## src/rtl/sstx_pkg.sv

```systemverilog
package sstx_pkg;
  localparam int DATA_W = 8;
  localparam int CNT_W  = $clog2(DATA_W + 1);

  typedef struct packed {
    logic              nine;
    logic              ninth;
    logic [DATA_W-1:0] data;
  } tx_word_t;
endpackage

```

## src/rtl/sstx_sck_sync.sv

```systemverilog
module sstx_sck_sync #(
  parameter int STAGES = 2
) (
  input  logic clk,
  input  logic rst_n,
  input  logic sck_in,
  output logic sck_fall
);
  logic [STAGES-1:0] chain_q;
  logic              last_q;

  always_ff @(posedge clk or negedge rst_n) begin
    if (!rst_n) begin
      chain_q <= '0;
      last_q  <= 1'b0;
    end else begin
      chain_q <= {chain_q[STAGES-2:0], sck_in};
      last_q  <= chain_q[STAGES-1];
    end
  end

  // falling edge of the synchronized clock
  assign sck_fall = last_q & ~chain_q[STAGES-1];

  initial begin
    if (STAGES < 2) $error("STAGES must be at least 2");
  end
endmodule

```

## src/rtl/sstx_hold.sv

```systemverilog
module sstx_hold
  import sstx_pkg::*;
(
  input  logic     clk,
  input  logic     rst_n,
  input  logic     clear,
  input  logic     put,
  input  tx_word_t put_word,
  input  logic     take,
  input  logic     drop,
  output logic     full,
  output tx_word_t word,
  output logic     overrun
);
  always_ff @(posedge clk or negedge rst_n) begin
    if (!rst_n) begin
      full    <= 1'b0;
      word    <= '0;
      overrun <= 1'b0;
    end else if (clear) begin
      full    <= 1'b0;
      word    <= '0;
      overrun <= 1'b0;
    end else begin
      if (put) begin
        full <= 1'b1;
        word <= put_word;
      end else if (take) begin
        full <= 1'b0;
      end
      if (drop) overrun <= 1'b1;
    end
  end

  AST_HOLD_KEEPS: assert property (@(posedge clk) disable iff (!rst_n)
    (full && !take && !clear) |=> $stable(word));
  AST_OVR_STICKY: assert property (@(posedge clk) disable iff (!rst_n)
    (overrun && !clear) |=> overrun);
endmodule

```

## src/rtl/sstx_shifter.sv

```systemverilog
module sstx_shifter
  import sstx_pkg::*;
(
  input  logic     clk,
  input  logic     rst_n,
  input  logic     clear,
  input  logic     load,
  input  tx_word_t load_word,
  input  logic     shift,
  output logic     busy,
  output logic     last,
  output logic     dout
);
  logic [DATA_W:0]  sr_q;
  logic [CNT_W-1:0] idx_q;
  logic             nine_q;
  logic [CNT_W-1:0] end_idx;

  assign end_idx = nine_q ? CNT_W'(DATA_W) : CNT_W'(DATA_W - 1);
  assign last    = busy & (idx_q == end_idx);
  assign dout    = busy & sr_q[0];

  always_ff @(posedge clk or negedge rst_n) begin
    if (!rst_n) begin
      sr_q   <= '0;
      idx_q  <= '0;
      nine_q <= 1'b0;
      busy   <= 1'b0;
    end else if (clear) begin
      sr_q   <= '0;
      idx_q  <= '0;
      nine_q <= 1'b0;
      busy   <= 1'b0;
    end else if (load) begin
      sr_q   <= {load_word.ninth, load_word.data};
      idx_q  <= '0;
      nine_q <= load_word.nine;
      busy   <= 1'b1;
    end else if (busy && shift) begin
      if (last) begin
        busy <= 1'b0;
        sr_q <= '0;
      end else begin
        sr_q  <= {1'b0, sr_q[DATA_W:1]};
        idx_q <= idx_q + 1'b1;
      end
    end
  end

  AST_LOAD_STARTS: assert property (@(posedge clk) disable iff (!rst_n)
    (load && !clear) |=> busy);
  AST_IDX_RANGE: assert property (@(posedge clk) disable iff (!rst_n)
    busy |-> (idx_q <= CNT_W'(DATA_W)));
endmodule

```

## src/rtl/sync_slave_tx.sv

```systemverilog
module sync_slave_tx
  import sstx_pkg::*;
#(
  parameter int SYNC_STAGES = 2
) (
  input  logic              clk,
  input  logic              rst_n,
  input  logic              port_en,
  input  logic              sync_mode,
  input  logic              clk_src_master,
  input  logic              cont_rx_en,
  input  logic              single_rx_en,
  input  logic              tx_en,
  input  logic              nine_bit_en,
  input  logic              ninth_bit,
  input  logic              irq_en,
  input  logic              wr_valid,
  input  logic [DATA_W-1:0] wr_data,
  output logic              wr_ready,
  input  logic              ext_sck,
  output logic              ser_dout,
  output logic              buf_empty,
  output logic              wake_req,
  output logic              overrun
);
  logic     active, sck_fall;
  logic     hold_full, sh_busy, sh_last;
  logic     accept, word_end, take_hold, direct, to_hold, load;
  tx_word_t in_word, hold_word, load_word;

  assign active = port_en & sync_mode & ~clk_src_master &
                  ~cont_rx_en & ~single_rx_en & tx_en;

  sstx_sck_sync #(.STAGES(SYNC_STAGES)) sync_i (
    .clk(clk), .rst_n(rst_n), .sck_in(ext_sck), .sck_fall(sck_fall)
  );

  assign in_word   = '{nine: nine_bit_en, ninth: ninth_bit, data: wr_data};
  assign wr_ready  = active & ~hold_full;
  assign accept    = wr_valid & wr_ready;
  assign word_end  = sck_fall & sh_last;
  assign take_hold = active & word_end & hold_full;
  assign direct    = accept & (~sh_busy | word_end);
  assign to_hold   = accept & ~direct;
  assign load      = direct | take_hold;
  assign load_word = take_hold ? hold_word : in_word;

  sstx_hold hold_i (
    .clk(clk), .rst_n(rst_n), .clear(~active),
    .put(to_hold), .put_word(in_word), .take(take_hold),
    .drop(active & wr_valid & ~wr_ready),
    .full(hold_full), .word(hold_word), .overrun(overrun)
  );

  sstx_shifter shift_i (
    .clk(clk), .rst_n(rst_n), .clear(~active),
    .load(load), .load_word(load_word), .shift(sck_fall),
    .busy(sh_busy), .last(sh_last), .dout(ser_dout)
  );

  assign buf_empty = ~hold_full;
  assign wake_req  = irq_en & buf_empty;

  AST_HOLD_NEEDS_SHIFT: assert property (@(posedge clk) disable iff (!rst_n)
    hold_full |-> sh_busy);
  AST_IDLE_QUIET: assert property (@(posedge clk) disable iff (!rst_n)
    !active |=> !ser_dout);
  AST_EMPTY_RISE_ON_MOVE: assert property (@(posedge clk) disable iff (!rst_n)
    (active && $past(active) && $rose(buf_empty)) |-> $past(take_hold));
  AST_NO_DOUBLE_LOAD: assert property (@(posedge clk) disable iff (!rst_n)
    !(to_hold && take_hold));
endmodule

```

## config.mk

```make
export PLATFORM = sky130hd
export DESIGN_NAME = sync_slave_tx
export DESIGN_NICKNAME = d
export VERILOG_FILES = /design/src/rtl/sstx_pkg.sv /design/src/rtl/sstx_sck_sync.sv /design/src/rtl/sstx_hold.sv /design/src/rtl/sstx_shifter.sv /design/src/rtl/sync_slave_tx.sv
export SDC_FILE = /design/constraint.sdc
export NUM_CORES = 1
export LEC_CHECK = 0
export ABC_AREA = 1
export BUFFER_PORTS_ARGS = -buffer_cell sky130_fd_sc_hd__buf_2
export CAP_MARGIN = 0
export CORE_MARGIN = 8
export CORE_UTILIZATION = 51
export DETAILED_ROUTE_END_ITERATION = 8
export GPL_TIMING_DRIVEN = 0
export PLACE_DENSITY = 0.78
export SLEW_MARGIN = 10
export SYNTH_ARGS = -nofsm -noshare
export SYNTH_HDL_FRONTEND = slang
export SYNTH_SLANG_ARGS = --single-unit
```

## constraint.sdc

```tcl
create_clock -name clk -period 1.6 [get_ports clk]
set_clock_uncertainty 0.15 [all_clocks]
set_input_delay 0.08 -clock clk [delete_from_list [all_inputs] [get_ports clk]]
set_output_delay 0.08 -clock clk [all_outputs]
set_load 0.02 [all_outputs]
```

[Yosys cells after proc, flatten, opt, wreduce, memory -nomap -nowiden]
Cells that the tools add are included.
Storage, ports and cells
  flip-flop bits (word level): 30
  input port bits: 21
  output and inout bits: 5
  logic and storage cells: 74
Cells by class
  add/subtract/negate cells: 1
  eq/ne operators: 8
  mux-type cells: 23
  bitwise operators: 28
  reductions and logical operators: 3
Operators by type and width (number)
  two-way mux 10 bit: 3
  two-way mux 9 bit: 3
  two-way mux 4 bit: 5
  AND 1 bit: 18
  two-way mux 1 bit: 11
  != test 3 x 1 -> 1 bit, second input constant: 3
  two-way mux 8 bit: 1
  NOT 1 bit: 8
  != test 2 x 1 -> 1 bit, second input constant: 3
  adder 4 x 1 -> 4 bit, second input constant: 1
  == test 4 bit: 1
  AND reduction 2 bit: 2
  != test 3 x 2 -> 1 bit, second input constant: 1
  bitwise OR 1 bit: 2
  logical AND 1 bit: 1

[Longest topological paths before layout]
  depth in word-level cells: 12
  mapped depth: 13
  gate-level depth less buffers: 12

[Cells and area by module]
From an unflattened synthesis, not the netlist that was laid out.
Second synthesis, totals
  cells, all modules: 235
  area total of the unflattened synthesis: 1794.2 um^2
Modules (own cells, without submodules)
  sstx_shifter: instances 1, cells an instance 122, area each 908.4 um^2, sequential area each 375.4 um^2
  sstx_hold: instances 1, cells an instance 52, area each 490.5 um^2, sequential area each 300.3 um^2
  sync_slave_tx: instances 1, cells an instance 56, area each 310.3 um^2, sequential area each 0.0 um^2
  sstx_sck_sync: instances 1, cells an instance 5, area each 85.1 um^2, sequential area each 75.1 um^2

[Worst setup path after synthesis]
OpenSTA, ideal clock, no wires.
  kind: flip-flop to flip-flop
  start point: reg hold_i.full
  end point: reg shift_i.sr_q[0]
  setup time: 117 ps
  data arrival time: 1390 ps
  required time: 1333 ps
  slack: -57 ps
  stages on the path, launching flop included: 9
  path buffers: 0
  period minus slack after synthesis: 1657 ps
  cells stage by stage: dfrtp_1 > nor2_1 > nand2_1 > nand2_1 > nand2_4 > nand2_4 > nor2_2 > nand2_1 > nand2_1
On the way
  word-level cells in the longest chain between the ends: 7
  elaborated cells on any way between the ends: 10
  classes of those cells: 1 x eq/ne; 3 x mux; 6 x bitwise
RTL lines
  start: declaration: RTL line sstx_hold.sv:11  | output logic full,
  start signal: assignment: RTL line sstx_hold.sv:17  | full <= 1'b0;
  start signal: assignment: RTL line sstx_hold.sv:21  | full <= 1'b0;
  start signal: assignment: RTL line sstx_hold.sv:26  | full <= 1'b1;
  NOT 1 bit (*): RTL line sync_slave_tx.sv:39  | assign wr_ready = active & ~hold_full;
  AND 1 bit (*): RTL line sync_slave_tx.sv:39
  via wr_ready: RTL line sync_slave_tx.sv:19  | output logic wr_ready,
  AND 1 bit (*): RTL line sync_slave_tx.sv:40  | assign accept = wr_valid & wr_ready;
  AND 1 bit (*): RTL line sync_slave_tx.sv:43  | assign direct = accept & (~sh_busy | word_end);
  bitwise OR 1 bit (*): RTL line sync_slave_tx.sv:45  | assign load = direct | take_hold;
  two-way mux 9 bit: RTL line sstx_shifter.sv:34  | end else if (load) begin
  two-way mux 9 bit: RTL line sstx_shifter.sv:29  | end else if (clear) begin
  end signal: assignment: RTL line sstx_shifter.sv:35  | sr_q <= {load_word.ninth, load_word.data};
  end signal: assignment: RTL line sstx_shifter.sv:44  | sr_q <= {1'b0, sr_q[DATA_W:1]};
  end: declaration: RTL line sstx_shifter.sv:14  | logic [DATA_W:0] sr_q;
Mark *: on every way through the listed nets, which the timed path passes. The rest lies on a longest branch.
A chain may end at the register's enable or synchronous reset.

[Worst setup path after layout]
  start point: reg shift_i.idx_q[0]
  end point: reg shift_i.sr_q[4]
On the way
  word-level cells in the longest chain between the ends: 8
  elaborated cells on any way between the ends: 14
  classes of those cells: 2 x eq/ne; 5 x mux; 7 x bitwise
RTL lines
  start: declaration: RTL line sstx_shifter.sv:15  | logic [CNT_W-1:0] idx_q;
  start signal: assignment: RTL line sstx_shifter.sv:45  | idx_q <= idx_q + 1'b1;
  == test 4 bit (*): RTL line sstx_shifter.sv:20  | assign last = busy & (idx_q == end_idx);
  AND 1 bit (*): RTL line sstx_shifter.sv:20
  AND 1 bit: RTL line sync_slave_tx.sv:41  | assign word_end = sck_fall & sh_last;
  AND 1 bit / bitwise OR 1 bit (equally long branches): RTL line sync_slave_tx.sv:42, sync_slave_tx.sv:43
  AND 1 bit, on equally long branches: RTL line sync_slave_tx.sv:42, sync_slave_tx.sv:43
  two-way mux 10 bit / bitwise OR 1 bit (equally long branches): RTL line sync_slave_tx.sv:46, sync_slave_tx.sv:45
  two-way mux 9 bit: RTL line sstx_shifter.sv:34
  two-way mux 9 bit: RTL line sstx_shifter.sv:29
Every way passes the cells marked *; elsewhere a longest branch is shown, timed or not. The select of a mux whose other input is x is not followed.

==> impl_metrics.sql <==
INSERT INTO impl_metrics (metric_group, metric, value, unit) VALUES
('clock_network', 'clk_path_buf_depth', '2', ''),
('worst_setup_path', 'critical-path-max-stage-delay', '440', 'ps'),
('clock_network', 'tritoncts', 'built', ''),
('drt', 'detail_route.wl_per_cell', '14.4', 'um'),
('placed_design', 'dpl_cells', '287', ''),
('worst_setup_path', 'cpLargestDelayFamily', 'simple AND/OR/NAND/NOR gates', ''),
('yosys', 'synth_top_area_cell', 'sky130_fd_sc_hd__dfrtp_1', ''),
('worst_setup_path', 'cells_traversed_along_the_worst_timing_path', 'nand2_2 > nor2_2 > nand2_2 > nand2_2 > buf_6 > nand4_1 > nand2_4 > nand2_1 > nand2_1 > nand2_1 > nand2_1', ''),
('finish', 'area_growth_syn_to_layout', '38.7', '%'),
('yosys', 'synth_cell_types', '27', ''),
('drt', 'met3_wirelength', '293', 'um'),
('floorplan', 'design.die.area', '0.00548', 'mm^2'),
('worst_setup_path', 'most_frequent_cell_on_the_critical_path', 'sky130_fd_sc_hd__nand2_1', ''),
('pwr', 'finalPower', '0.00144', 'W'),
('timing', 'worst_slew_pin_slew', '663', 'ps'),
('timing', 'finalSetupViolCount', '25', ''),
('drt', 'via_count', '1722', ''),
('placed_design', 'buffer_ports.inserted', '25', ''),
('worst_setup_path', 'timing.setup.critical_path_class', 'flop to flop', ''),
('timing', 'layout_setup_ws', '-192', 'ps'),
('clock_network', 'cts.sink_count', '30', ''),
('worst_hold_path', 'timing.hold.worst.start', 'clk_src_master', ''),
('drt', 'drt-initial-drc-count', '121', ''),
('finish', 'antennaDiodeCount', '0', ''),
('finish', 'layout.core_utilization', '72.6', '%'),
('global_route', 'grt_antenna_before_repair', '0', ''),
('drt', 'top_signal_layer_used', 'met4', ''),
('pwr', 'peakVddDrop', '0.537', 'mV'),
('yosys', 'syn_nets', '238', ''),
('drt', 'wl', '4.64', 'mm'),
('pwr', 'p_per_area', '605', 'mW/mm^2'),
('timing', 'finalCriticalPeriod', '1790', 'ps'),
('global_route', 'global_route.overflow_total', '0', ''),
('yosys', 'mean_syn_cell_area', '7.96', 'um^2'),
('finish', 'fin_nets', '297', ''),
('yosys', 'yosys_warnings', '0', ''),
('global_route', 'grt_pass1_wl', '7.55', 'mm'),
('global_route', 'grt.total_usage', '17.7', '%'),
('floorplan', 'rows', '21', ''),
('yosys', 'netlist_area', '0.00172', 'mm^2'),
('timing', 'slew_limit_fails', '0', ''),
('floorplan', 'coreArea', '0.00328', 'mm^2'),
('worst_hold_path', 'worst_min_path_class', 'input pin to flop', ''),
('finish', 'final_layout_size_suffix_gt1_share', '37.3', '%'),
('clock_network', 'clock_latency_on_the_worst_skew_pair', '330', 'ps'),
('status', 'status', 'finished with violations', ''),
('status', 'failed_checks', 'setup timing', ''),
('yosys', 'synth_area_leaders', 'sky130_fd_sc_hd__dfrtp_1, sky130_fd_sc_hd__nand2_1, sky130_fd_sc_hd__nand4_1', ''),
('floorplan', 'design.portCount', '26', ''),
('pwr', 'power.leakage', '1.25', 'nW'),
('drt', 'vias_per_inst', '5.35', ''),
('timing', 'grt_setup_unrepaired', 'true', ''),
('clock_network', 'htree_num_levels', '2', ''),
('finish', 'layoutNonFillerInstCount', '322', ''),
('yosys', 'syn_inst', '216', ''),
('floorplan', 'die_y', '74.1', 'um'),
('worst_setup_path', 'critPathBufInv', '1', ''),
('worst_setup_path', 'timing.critical_path.from_type', 'flop', ''),
('yosys', 'ys_ff_latch', '30', ''),
('timing', 'relative_max_transition_margin', '55.8', '%'),
('drt', 'detailed_route_drc_error_count', '0', ''),
('floorplan', 'initial_core_utilization', '52.3', '%'),
('worst_setup_path', 'required', '1730', 'ps'),
('clock_network', 'clock_tree.root_cell', 'sky130_fd_sc_hd__clkbuf_4', ''),
('drt', 'ant_nets', '0', ''),
('yosys', 'yosysTopAreaCellShare', '43.7', '%'),
('worst_setup_path', 'critPathArrivalTime', '1920', 'ps'),
('worst_setup_path', 'cp_max_fo', '6', ''),
('finish', 'postLayoutCellArea', '0.00238', 'mm^2'),
('timing', 'timing.final.hold_violations', '0', ''),
('worst_setup_path', 'cp-startpoint', 'shift_i.idx_q[0]', '');
[flip-flops by register name, summed over array words and instances (netlist names)]
signal,cells
shift_i.idx_q,4
shift_i.sr_q,9
hold_i.word,10
hold_i.full,1
shift_i.nine_q,1
hold_i.overrun,1
sync_i.chain_q,2
shift_i.busy,1
sync_i.last_q,1
[stage by stage]
stage / setup TNS [ps] / hold WS (ps) / worst slack (ps)
global placement: -3630 / -5.18 / -182
CTS: -2760 / 44.9 / -140
finish: -3650 / 58.6 / -192
detailed placement: -4460 / -0.873 / -223
floorplan: 0 / -366 / 3.98
global route: -5620 / 58.3 / -275
[cell families after synthesis]
logic type | count (synthesis) | share of synthesized area [%]
simple gates | 144 | 42.5
flops | 30 | 43.7
buf+inv | 21 | 5.39
compound gates | 17 | 6.19
xor+xnor | 3 | 1.53
fa+ha+maj | 1 | 0.728
[layout by cell type, fill, tap and decap left out, types with 3 or more instances in the layout]
cell                            synthesis  layout
sky130_fd_sc_hd__a21boi_0               7       7
sky130_fd_sc_hd__a21oi_1                3       3
sky130_fd_sc_hd__nand2_1               92      71
sky130_fd_sc_hd__nand2_8                1       3
sky130_fd_sc_hd__inv_1                 14      11
sky130_fd_sc_hd__dfrtp_1               30      28
sky130_fd_sc_hd__buf_2                  5      28
sky130_fd_sc_hd__nor2_2                 4       5
sky130_fd_sc_hd__buf_4                  0      11
sky130_fd_sc_hd__nand3_2                2       3
sky130_fd_sc_hd__nand2_2                2      18
sky130_fd_sc_hd__clkbuf_8               0       3
sky130_fd_sc_hd__nor2_4                 3       6
sky130_fd_sc_hd__nand4_1               19      19
sky130_fd_sc_hd__nor2_1                 9       6
sky130_fd_sc_hd__inv_2                  1       4
sky130_fd_sc_hd__clkbuf_4               0       5
sky130_fd_sc_hd__dlygate4sd3_1          0      14
sky130_fd_sc_hd__o21ai_0                5       3
sky130_fd_sc_hd__nand2_4                5       9
[synthesized netlist by cell type (all sizes together)]
cell and n:
a21oi 3, nand2 100, xor2 2, nand3 5, nor3 3, xnor2 1, inv 15, nand4 19
o21ai 5, nor2 16, nand3b 1, o211ai 1, a21boi 7, o22ai 1, buf 6, ha 1
dfrtp 30
[worst reg2reg max path, cell delays in order (launching register included)]
cell and delay [ps]:
sky130_fd_sc_hd__dfrtp_2 440, sky130_fd_sc_hd__nand2_2 70, sky130_fd_sc_hd__nor2_2 120, sky130_fd_sc_hd__nand2_2 80, sky130_fd_sc_hd__nand2_2 80, sky130_fd_sc_hd__buf_6 130, sky130_fd_sc_hd__nand4_1 220, sky130_fd_sc_hd__nand2_4 190
sky130_fd_sc_hd__nand2_1 90, sky130_fd_sc_hd__nand2_1 80, sky130_fd_sc_hd__nand2_1 50, sky130_fd_sc_hd__nand2_1 50
[power by group]
part	internal [W]	switching [W]
Combinational	0.0000519	0.0000612
Sequential	0.000762	0.00000239
Clock	0.000300	0.000265
Total	0.00111	0.000328
[what timing repair did]
action	4_1_cts	5_1_grt
buffers inserted	7	4
pin swaps	17	10
setup endpoints to repair	25	26
resized for setup	21	20
hold buffers	14	0
gates cloned	2	0
hold endpoints to repair	44	0
[path summary, 6_finish.rpt]
check / endpoint / slack (ps) / depth (start not counted)
setup / recovery: shift_i.sr_q[4] / -190 / 11
hold / removal: shift_i.busy / 60 / 4
setup reg to reg: shift_i.sr_q[4] / -190 / 11
hold reg to reg: sync_i.chain_q[1] / 210 / 0
max in group asynchronous: shift_i.idx_q[0] / 690 / 2
min in group asynchronous: hold_i.overrun / 140 / 2
[layout make-up]
type                       count  area (um^2)
inverter                      15         56.3
multi-input combinational    167         1020
buffer                         6         41.3
clock buffer                   8         78.8
fill                         235          900
tap                           46         57.6
timing repair buffer          50          373
sequential                    30          753
[layer usage]
metal  vias to the layer above  global-route usage, %
li1                        825                      -
met3                        13                   4.72
met4                         0                   7.32
met5                         -                      0
met1                       807                   21.2
met2                        77                   29.1
No activity file was read; power rests on OpenSTA's default activity.
